==> src/rtl/cfg_tx_pkg.sv <==
package cfg_tx_pkg;
  localparam int unsigned WORD_W  = 32;
  localparam int unsigned QW_BITS = 3;
  localparam int unsigned IDX_W   = 2;

  typedef struct packed {
    logic [WORD_W-1:0] lane0;
    logic [WORD_W-1:0] lane1;
    logic              sop;
    logic              eop;
  } beat_t;
endpackage

==> src/rtl/cfg_tx_capture.sv <==
module cfg_tx_capture
  import cfg_tx_pkg::*;
#(
  parameter int unsigned OFF_W = 12
) (
  input  logic              clk_i,
  input  logic              rst_ni,
  input  logic              load_i,
  input  logic [WORD_W-1:0] hdr0_i,
  input  logic [WORD_W-1:0] hdr1_i,
  input  logic [WORD_W-1:0] hdr2_i,
  input  logic [WORD_W-1:0] data_i,
  input  logic [OFF_W-1:0]  offset_i,
  input  logic              is_rd_i,
  output logic [WORD_W-1:0] hdr0_o,
  output logic [WORD_W-1:0] hdr1_o,
  output logic [WORD_W-1:0] hdr2_o,
  output logic [WORD_W-1:0] data_o,
  output logic              aligned_o
);
  always_ff @(posedge clk_i or negedge rst_ni) begin
    if (!rst_ni) begin
      hdr0_o    <= '0;
      hdr1_o    <= '0;
      hdr2_o    <= '0;
      data_o    <= '0;
      aligned_o <= 1'b0;
    end else if (load_i) begin
      hdr0_o    <= hdr0_i;
      hdr1_o    <= hdr1_i;
      hdr2_o    <= hdr2_i;
      data_o    <= is_rd_i ? '0 : data_i;  // reads carry a zero payload
      aligned_o <= (offset_i[QW_BITS-1:0] == '0);
    end
  end
endmodule

==> src/rtl/cfg_tx_seq.sv <==
module cfg_tx_seq
  import cfg_tx_pkg::*;
#(
  parameter bit DUAL_LANE = 1'b1
) (
  input  logic             clk_i,
  input  logic             rst_ni,
  input  logic             start_i,
  input  logic             aligned_i,
  input  logic             beat_ready_i,
  output logic             busy_o,
  output logic [IDX_W-1:0] idx_o,
  output logic             last_o
);
  logic [IDX_W-1:0] last_idx;

  generate
    if (DUAL_LANE) begin : g_dual
      assign last_idx = aligned_i ? IDX_W'(2) : IDX_W'(1);
    end else begin : g_single
      assign last_idx = IDX_W'(3);
    end
  endgenerate

  assign last_o = (idx_o == last_idx);

  always_ff @(posedge clk_i or negedge rst_ni) begin
    if (!rst_ni) begin
      busy_o <= 1'b0;
      idx_o  <= '0;
    end else if (start_i) begin
      busy_o <= 1'b1;
      idx_o  <= '0;
    end else if (busy_o && beat_ready_i) begin
      if (last_o) begin
        busy_o <= 1'b0;
        idx_o  <= '0;
      end else begin
        idx_o <= idx_o + IDX_W'(1);
      end
    end
  end

  AST_IDX_IN_RANGE: assert property (@(posedge clk_i) disable iff (!rst_ni)
    busy_o |-> (idx_o <= last_idx));
endmodule

==> src/rtl/cfg_tx_mux.sv <==
module cfg_tx_mux
  import cfg_tx_pkg::*;
#(
  parameter bit DUAL_LANE = 1'b1
) (
  input  logic [IDX_W-1:0]  idx_i,
  input  logic              aligned_i,
  input  logic [WORD_W-1:0] hdr0_i,
  input  logic [WORD_W-1:0] hdr1_i,
  input  logic [WORD_W-1:0] hdr2_i,
  input  logic [WORD_W-1:0] data_i,
  output beat_t             beat_o
);
  generate
    if (DUAL_LANE) begin : g_dual
      always_comb begin
        beat_o = '0;
        unique case (idx_i)
          IDX_W'(0): begin
            beat_o.lane0 = hdr0_i;
            beat_o.lane1 = hdr1_i;
            beat_o.sop   = 1'b1;
          end
          IDX_W'(1): begin
            beat_o.lane0 = hdr2_i;
            if (!aligned_i) begin
              beat_o.lane1 = data_i;
              beat_o.eop   = 1'b1;
            end
          end
          IDX_W'(2): begin
            beat_o.lane0 = data_i;
            beat_o.eop   = 1'b1;
          end
          default: beat_o = '0;
        endcase
      end
    end else begin : g_single
      always_comb begin
        beat_o = '0;
        unique case (idx_i)
          IDX_W'(0): begin
            beat_o.lane0 = hdr0_i;
            beat_o.sop   = 1'b1;
          end
          IDX_W'(1): beat_o.lane0 = hdr1_i;
          IDX_W'(2): beat_o.lane0 = hdr2_i;
          default: begin
            beat_o.lane0 = data_i;
            beat_o.eop   = 1'b1;
          end
        endcase
      end
    end
  endgenerate
endmodule

==> src/rtl/cfg_tx_packer.sv <==
module cfg_tx_packer
  import cfg_tx_pkg::*;
#(
  parameter int unsigned OFF_W     = 12,
  parameter bit          DUAL_LANE = 1'b1
) (
  input  logic              clk_i,
  input  logic              rst_ni,
  input  logic              req_valid_i,
  output logic              req_ready_o,
  input  logic [WORD_W-1:0] req_hdr0_i,
  input  logic [WORD_W-1:0] req_hdr1_i,
  input  logic [WORD_W-1:0] req_hdr2_i,
  input  logic [WORD_W-1:0] req_data_i,
  input  logic [OFF_W-1:0]  req_offset_i,
  input  logic              req_is_read_i,
  output logic              beat_valid_o,
  input  logic              beat_ready_i,
  output logic [WORD_W-1:0] beat_lane0_o,
  output logic [WORD_W-1:0] beat_lane1_o,
  output logic              beat_sop_o,
  output logic              beat_eop_o
);
  logic              busy, start, aligned_q, last;
  logic [IDX_W-1:0]  idx;
  logic [WORD_W-1:0] hdr0_q, hdr1_q, hdr2_q, data_q;
  beat_t             beat;

  assign start       = req_valid_i && !busy;
  assign req_ready_o = !busy;

  cfg_tx_capture #(.OFF_W(OFF_W)) u_capture (
    .clk_i    (clk_i),
    .rst_ni   (rst_ni),
    .load_i   (start),
    .hdr0_i   (req_hdr0_i),
    .hdr1_i   (req_hdr1_i),
    .hdr2_i   (req_hdr2_i),
    .data_i   (req_data_i),
    .offset_i (req_offset_i),
    .is_rd_i  (req_is_read_i),
    .hdr0_o   (hdr0_q),
    .hdr1_o   (hdr1_q),
    .hdr2_o   (hdr2_q),
    .data_o   (data_q),
    .aligned_o(aligned_q)
  );

  cfg_tx_seq #(.DUAL_LANE(DUAL_LANE)) u_seq (
    .clk_i       (clk_i),
    .rst_ni      (rst_ni),
    .start_i     (start),
    .aligned_i   (aligned_q),
    .beat_ready_i(beat_ready_i),
    .busy_o      (busy),
    .idx_o       (idx),
    .last_o      (last)
  );

  cfg_tx_mux #(.DUAL_LANE(DUAL_LANE)) u_mux (
    .idx_i    (idx),
    .aligned_i(aligned_q),
    .hdr0_i   (hdr0_q),
    .hdr1_i   (hdr1_q),
    .hdr2_i   (hdr2_q),
    .data_i   (data_q),
    .beat_o   (beat)
  );

  assign beat_valid_o = busy;
  assign beat_lane0_o = beat.lane0;
  assign beat_lane1_o = beat.lane1;
  assign beat_sop_o   = beat.sop;
  assign beat_eop_o   = beat.eop;

  AST_BEAT_HOLD: assert property (@(posedge clk_i) disable iff (!rst_ni)
    beat_valid_o && !beat_ready_i |=> beat_valid_o && $stable(beat_lane0_o) && $stable(beat_lane1_o) && $stable(beat_sop_o) && $stable(beat_eop_o));
  AST_SOP_OPENS: assert property (@(posedge clk_i) disable iff (!rst_ni)
    req_valid_i && req_ready_o |=> beat_valid_o && beat_sop_o && !beat_eop_o);
  AST_READY_AFTER_EOP: assert property (@(posedge clk_i) disable iff (!rst_ni)
    beat_valid_o && beat_ready_i && beat_eop_o |=> req_ready_o && !beat_valid_o);
  AST_NO_UNASKED_BEAT: assert property (@(posedge clk_i) disable iff (!rst_ni)
    $rose(beat_valid_o) |-> $past(req_valid_i));
  AST_EOP_AT_LAST: assert property (@(posedge clk_i) disable iff (!rst_ni)
    beat_valid_o |-> (beat_eop_o == last));

  generate
    if (!DUAL_LANE) begin : g_chk_single
      AST_LANE1_IDLE: assert property (@(posedge clk_i) disable iff (!rst_ni)
        beat_valid_o |-> (beat_lane1_o == '0));
    end
  endgenerate
endmodule

==> config.mk <==
export PLATFORM = sky130hd
export DESIGN_NAME = cfg_tx_packer
export DESIGN_NICKNAME = d
export VERILOG_FILES = /design/src/rtl/cfg_tx_pkg.sv /design/src/rtl/cfg_tx_capture.sv /design/src/rtl/cfg_tx_seq.sv /design/src/rtl/cfg_tx_mux.sv /design/src/rtl/cfg_tx_packer.sv
export SDC_FILE = /design/constraint.sdc
export NUM_CORES = 1
export LEC_CHECK = 0
export ABC_AREA = 1
export BUFFER_PORTS_ARGS = -buffer_cell sky130_fd_sc_hd__buf_4
export CAP_MARGIN = 10
export CORE_MARGIN = 10
export CORE_UTILIZATION = 47
export DETAILED_ROUTE_END_ITERATION = 16
export GPL_ROUTABILITY_DRIVEN = 0
export GPL_TIMING_DRIVEN = 0
export PLACE_DENSITY = 0.8
export SLEW_MARGIN = 25
export SYNTH_ARGS = -nofsm -noshare
export SYNTH_HDL_FRONTEND = slang
export SYNTH_SLANG_ARGS = --single-unit
==> constraint.sdc <==
create_clock -name clk_i -period 2.7 [get_ports clk_i]
set_clock_uncertainty 0.15 [all_clocks]
set_input_delay 0.27 -clock clk_i [delete_from_list [all_inputs] [get_ports clk_i]]
set_output_delay 0.27 -clock clk_i [all_outputs]
set_load 0.05 [all_outputs]
# Yosys cells after proc, flatten, opt, wreduce, memory -nomap -nowiden
# Index checks and enable logic that the tools add are counted.
dict set report totals {
  output_inout_bits 68
  input_bits 145
  elab_cells 33
  reg_bits 132
}
dict set report classes {
  eq_ne 3
  n_mux 14
  n_addsub 1
  n_reduce_logical 8
}
# op count
set op_table {}
lappend op_table {{$pmux W32 S3} 1}
lappend op_table {{$mux W32} 2}
lappend op_table {{$pmux W32 S2} 1}
lappend op_table {{$mux W2} 4}
lappend op_table {{$mux W1} 5}
lappend op_table {{$reduce_bool A2 Y1} 2}
lappend op_table {{$logic_not A3 Y1} 1}
lappend op_table {{$add A2 B1 Y2 const B} 1}
lappend op_table {{$eq A2 B1 Y1 const B} 1}
lappend op_table {{$eq A2 B2 Y1} 1}
lappend op_table {{$eq A2 B2 Y1 const B} 1}
lappend op_table {{$logic_and A1 B1 Y1} 2}
lappend op_table {{$logic_not A2 Y1} 1}
lappend op_table {{$pmux W1 S2} 1}
lappend op_table {{$reduce_and A2 Y1} 1}
lappend op_table {{$logic_not A1 Y1} 1}

# Longest topological paths before layout
dict set report logic_depth {
  word_depth 5
  depth_mapped 8
  mapped_depth_nobuf 6
}

# Cells and area by module
# Synthesis repeated with hierarchy kept, for this count alone.
dict set report hier_totals {
  hier_cells 900
  hier_area_um2 6526.3
}
# module seq_area_each_um2 cells_per_inst n_inst area_per_inst_um2
set by_module_without_submodules {}
lappend by_module_without_submodules {cfg_tx_capture 3228.1 548 1 4936.0}
lappend by_module_without_submodules {cfg_tx_mux 0.0 323 1 1393.8}
lappend by_module_without_submodules {cfg_tx_seq 75.1 26 1 182.7}
lappend by_module_without_submodules {cfg_tx_packer 0.0 3 1 13.8}

# Worst setup path after synthesis
# OpenSTA, ideal clock, no wires.
dict set report synth_path {
  kind {reg2out}
  from {reg u_seq.idx_o[0]}
  to {out beat_lane1_o[30]}
  setup_slack_ns -0.183
  stages_incl_launch_ff 6
  required_ns 2.280
  n_path_buf 1
  arrival_ns 2.463
  path_cell_list {dfrtp_1 -> inv_1 -> ha_1 -> buf_2 -> o21ai_0 -> o21ai_0}
}
dict set report synth_via {
  elab_chain_len 2
  elab_cells_between_ends 3
  cone_classes {eq/ne: 1; mux: 1; reduce/logical: 1}
}
# item line_no
set synth_rtl {}
lappend synth_rtl {{start, declared} cfg_tx_seq.sv:12} ;# output logic [IDX_W-1:0] idx_o,
lappend synth_rtl {{start signal, assigned} cfg_tx_seq.sv:39} ;# idx_o <= idx_o + IDX_W'(1);
lappend synth_rtl {{$eq A2 B1 Y1 / $logic_not A2 Y1 (equally long branches)} cfg_tx_mux.sv:18} ;# unique case (idx_i)
lappend synth_rtl {{$pmux W32 S2 (*)} cfg_tx_mux.sv:18}
lappend synth_rtl {{end, declared} cfg_tx_packer.sv:20} ;# output logic [WORD_W-1:0] beat_lane1_o,
# Every way passes the cells marked *; elsewhere a longest branch is shown, timed or not.

# Worst setup path after layout
dict set report layout_path {
  from {reg u_seq.idx_o[0]}
  to {out beat_lane0_o[2]}
}
dict set report layout_via {
  elab_chain_len 2
  elab_cells_between_ends 4
  cone_classes {eq/ne: 2; mux: 1; reduce/logical: 1}
}
# item line_no
set layout_rtl {}
lappend layout_rtl {{$eq A2 B2 Y1 (tied with other cells)} cfg_tx_mux.sv:18}
lappend layout_rtl {{$pmux W32 S3 (*)} cfg_tx_mux.sv:18}
lappend layout_rtl {{end, declared} cfg_tx_packer.sv:19} ;# output logic [WORD_W-1:0] beat_lane0_o,
# Marked as above.

==> flow_summary.rst <==
.. list-table::
   :header-rows: 1

   * - Metric
     - Value
   * - Maximum net fanout on the critical path
     - 10
   * - Wire length of the first global-routing pass
     - 39400 um
   * - Number of buffers created by CTS
     - 17
   * - Aggregate global routing overflow
     - 0
   * - Minimum clock period
     - 2.63 ns
   * - Cell area after technology mapping
     - 6380 sq um
   * - Sequential fraction of the synthesis area
     - 51.8%
   * - Initial antenna violation count
     - 3
   * - Remaining design rule violation count
     - 0
   * - Hold slack final
     - 0.0105 ns
   * - Clk_lat worst skew
     - 0.42 ns
   * - Max-slew violation count
     - 0
   * - Placed inst area
     - 8160 sq um
   * - CTS H-tree lvls
     - 4
   * - Hold WC Path Type
     - input pin to flip-flop
   * - Number of core rows
     - 42
   * - Main area contributors after synthesis
     - sky130_fd_sc_hd__dfrtp_1 (52%), sky130_fd_sc_hd__nand2_1 (27%), sky130_fd_sc_hd__nand3_1 (5.2%), sky130_fd_sc_hd__o21ai_0 (5.2%), sky130_fd_sc_hd__inv_1 (4.2%)
   * - Wire length per cell
     - 18.3 um
   * - # IOs
     - 213
   * - Total iterations of the first detailed-routing run
     - 6
   * - Number of global-route vias before repair
     - 7561
   * - Final period util
     - 97.5%
   * - Post-synthesis simple-gate area fraction
     - 32.6%
   * - Max Freq
     - 380 MHz
   * - Maximum vdd ir drop
     - 0.867 mV
   * - DRC marker count from the first detailed-route iteration
     - 607
   * - Aggregate global-route resource usage
     - 27.1%
   * - Area share of the largest cell type after synthesis
     - 51.8%
   * - Mux contribution to synthesized area
     - 0%
   * - Count of buffers from port buffering
     - 203
   * - Synth Area per Inst
     - 7.40 sq um
   * - Maximum number of pins on one net before global-route repair
     - 71
   * - Leakage power summed over all cells
     - 5.49 nW
   * - Area share of fa/ha/maj cells after synthesis
     - 0.981%
   * - Remaining number of nets flagged by the antenna check after routing
     - 0
   * - Unique masters post-synth
     - 17
   * - Count of mapped cells out of synthesis
     - 862
   * - Max stage delay on crit path
     - 0.47 ns
   * - Die W
     - 137 um
   * - Final standard cell utilization of the core
     - 76.2%
   * - Synthesis Warnings
     - 0
   * - #FFs+latches synth
     - 132
   * - Total number of vias
     - 7375
   * - Number of setup buffers added after CTS
     - 0
   * - Nature of the critical path endpoint
     - output port
   * - Syn nets
     - 1012
   * - Final instance area
     - 10100 sq um
   * - XOR/XNOR Fraction of Synth Area
     - 0%
   * - CP bufs+invs
     - 4
   * - Starting density of the core
     - 48.0%
   * - Final count of hold timing violations
     - 0
   * - Core Box Area
     - 13300 sq um
   * - Total wire length after detailed routing
     - 25800 um
   * - Clk sinks
     - 132
   * - Share of post-route cells with drive strength above 1
     - 23.2%
   * - Data required time at the worst endpoint
     - 2.28 ns
   * - Max-slew headroom
     - 64.2%
   * - CTS tree
     - done
   * - Clock root buffer master
     - sky130_fd_sc_hd__clkbuf_16
   * - Combinational family with the most area after synthesis
     - simple AND/OR/NAND/NOR gates
   * - Net count, final
     - 1364
   * - CP arrival
     - 2.21 ns
   * - Die Span Y
     - 137 um
   * - Complex-gate fraction of the synthesized area
     - 5.41%
   * - Run status
     - finished, final reports clean
   * - Worst-case clock buffer depth
     - 2
   * - Synth area leader
     - sky130_fd_sc_hd__dfrtp_1
   * - Worst slew pin tran
     - 0.537 ns
   * - Cell repeated most along the worst path
     - sky130_fd_sc_hd__inv_1
   * - Cells along the critical path
     - ha_1, inv_1, buf_1, nand2_1, inv_1, buf_4
   * - Filler cell count
     - 881
   * - Die ar.
     - 18600 sq um
   * - Worst Setup Path Type
     - flip-flop to output port
   * - Clock-pin slew on the worst setup and hold paths
     - 0.05 ns
   * - Final HPWL from detailed placement
     - 16300 um
   * - Final count of negative-setup-slack endpoints
     - 0
   * - Routed vias/inst
     - 5.24
   * - Crit-path leading delay family
     - buffers and inverters
   * - Max-cap check violation count
     - 0
   * - Number of instances in the placed design
     - 1242
   * - Number of standard cells in the layout, taps in and fillers out
     - 1408
   * - Area added between synthesis and finish
     - 58.8%
   * - Cell with the biggest individual delay on the critical path
     - sky130_fd_sc_hd__dfrtp_1
   * - Crit path launch type
     - flip-flop
   * - PD cells
     - 1300 nW/um^2
==> routing by layer <==
| metal | wire (um) | vias up | track usage [%] |
|---|---|---|---|
| met5 | 0 | - | 0 |
| met4 | 1480 | 0 | 16.4 |
| met3 | 1970 | 119 | 6.85 |
| met2 | 12900 | 433 | 45.2 |
| met1 | 9450 | 3475 | 30.8 |
| li1 | - | 3348 | - |
==> area by class of cell <==
| type | count | area [sq um] | area share [%] |
|---|---|---|---|
| Inverter | 73 | 274 | 2.71 |
| Antenna cell | 5 | 12.5 | 0.124 |
| Clock inverter | 8 | 123 | 1.21 |
| Timing Repair Buffer | 333 | 2870 | 28.3 |
| Tap cell | 176 | 220 | 2.17 |
| Sequential cell | 132 | 3300 | 32.6 |
| Buffer | 52 | 340 | 3.36 |
| Clock buffer | 24 | 492 | 4.85 |
| Multi-Input combinational cell | 605 | 2500 | 24.6 |
==> layout by cell type (no fill, tap or decap), drive strengths merged <==
cell type | netlist | layout
a21oi | 3 | 3
buf | 42 | 244
bufinv | 0 | 3
clkbuf | 10 | 36
clkinv | 0 | 2
clkinvlp | 0 | 3
dfrtp | 132 | 132
diode | 0 | 5
dlygate4sd3 | 0 | 129
ha | 5 | 5
inv | 73 | 73
nand2 | 460 | 460
nand3 | 66 | 66
nand4 | 1 | 1
nor2 | 3 | 3
nor3 | 1 | 1
o21ai | 66 | 66
==> logic make-up (layout without fill, tap and decap cells) <==
group	after synthesis	in the layout
AO/OA/AOI/OAI	69	69
adder cells (fa/ha/maj)	5	5
buffers and inverters	125	490
flip-flops	132	132
other	0	5
AND/OR/NAND/NOR	531	531
==> worst reg2reg max path, delay by kind of cell (launching register included) <==
kind            cells  cell delay (ns)
flops               1             0.41
buf+inv             3             0.57
simple gates        1             0.07
compound gates      1             0.22
==> per-stage QoR <==
step | setup slack, ns | setup TNS (ns) | power (mW)
final | 0.0682 | 0 | 13.1
after global routing | -0.0116 | -0.0142 | 13.8
after floorplan | 0.132 | 0 | 8.01
after CTS | 0.00745 | 0 | 12.8
after global placement | 0.343 | 0 | 10.1
after detailed placement | 0.297 | 0 | 10.2
==> state kept, by name (all words and copies together), names as in the netlist <==
register / flops
u_capture.aligned_o: 1
u_capture.data_o: 32
u_capture.hdr0_o: 32
u_capture.hdr1_o: 32
u_capture.hdr2_o: 32
u_seq.busy_o: 1
u_seq.idx_o: 2
==> final timing paths <==
path | from | end | slack (ns) | cells after the start
setup / recovery | u_seq.idx_o[0] | beat_lane0_o[2] | 0.07 | 6
hold / removal | req_valid_i | u_seq.busy_o | 0.01 | 3
setup reg to reg | u_seq.busy_o | u_capture.data_o[14] | 1.12 | 5
hold reg to reg | u_capture.hdr2_o[29] | u_capture.hdr2_o[29] | 0.33 | 2
max in group asynchronous | rst_ni | u_capture.hdr0_o[3] | 1.42 | 3
min in group asynchronous | rst_ni | u_capture.hdr1_o[15] | 0.26 | 2
==> repair_timing <==
| action | 4_1_cts | 5_1_grt |
|---|---|---|
| endpoints found under the setup margin | 48 | 61 |
| endpoints found under the hold margin | 197 | 0 |
| resized for setup | 8 | 33 |
| pin swaps | 0 | 0 |
| hold buffers | 129 | 0 |
==> synthesized netlist by cell type <==
library cell	count
sky130_fd_sc_hd__nor2_1	3
sky130_fd_sc_hd__nand2_1	459
sky130_fd_sc_hd__a21oi_1	3
sky130_fd_sc_hd__o21ai_0	66
sky130_fd_sc_hd__nor3_1	1
sky130_fd_sc_hd__ha_1	5
sky130_fd_sc_hd__inv_1	71
sky130_fd_sc_hd__buf_1	5
sky130_fd_sc_hd__buf_4	1
sky130_fd_sc_hd__buf_6	11
sky130_fd_sc_hd__nand3_1	66
sky130_fd_sc_hd__inv_2	2
sky130_fd_sc_hd__buf_2	25
sky130_fd_sc_hd__clkbuf_1	10
sky130_fd_sc_hd__nand4_1	1
sky130_fd_sc_hd__nand2_2	1
sky130_fd_sc_hd__dfrtp_1	132
==> power breakdown <==
group	leakage, nW	switching, mW	total [mW]	internal (mW)
Combinational	3.54	5.06	7.30	2.24
Sequential	1.66	0.564	3.42	2.86
Clock	0.292	0.856	2.40	1.55
Note: power is estimated with default switching activity, not from simulation.
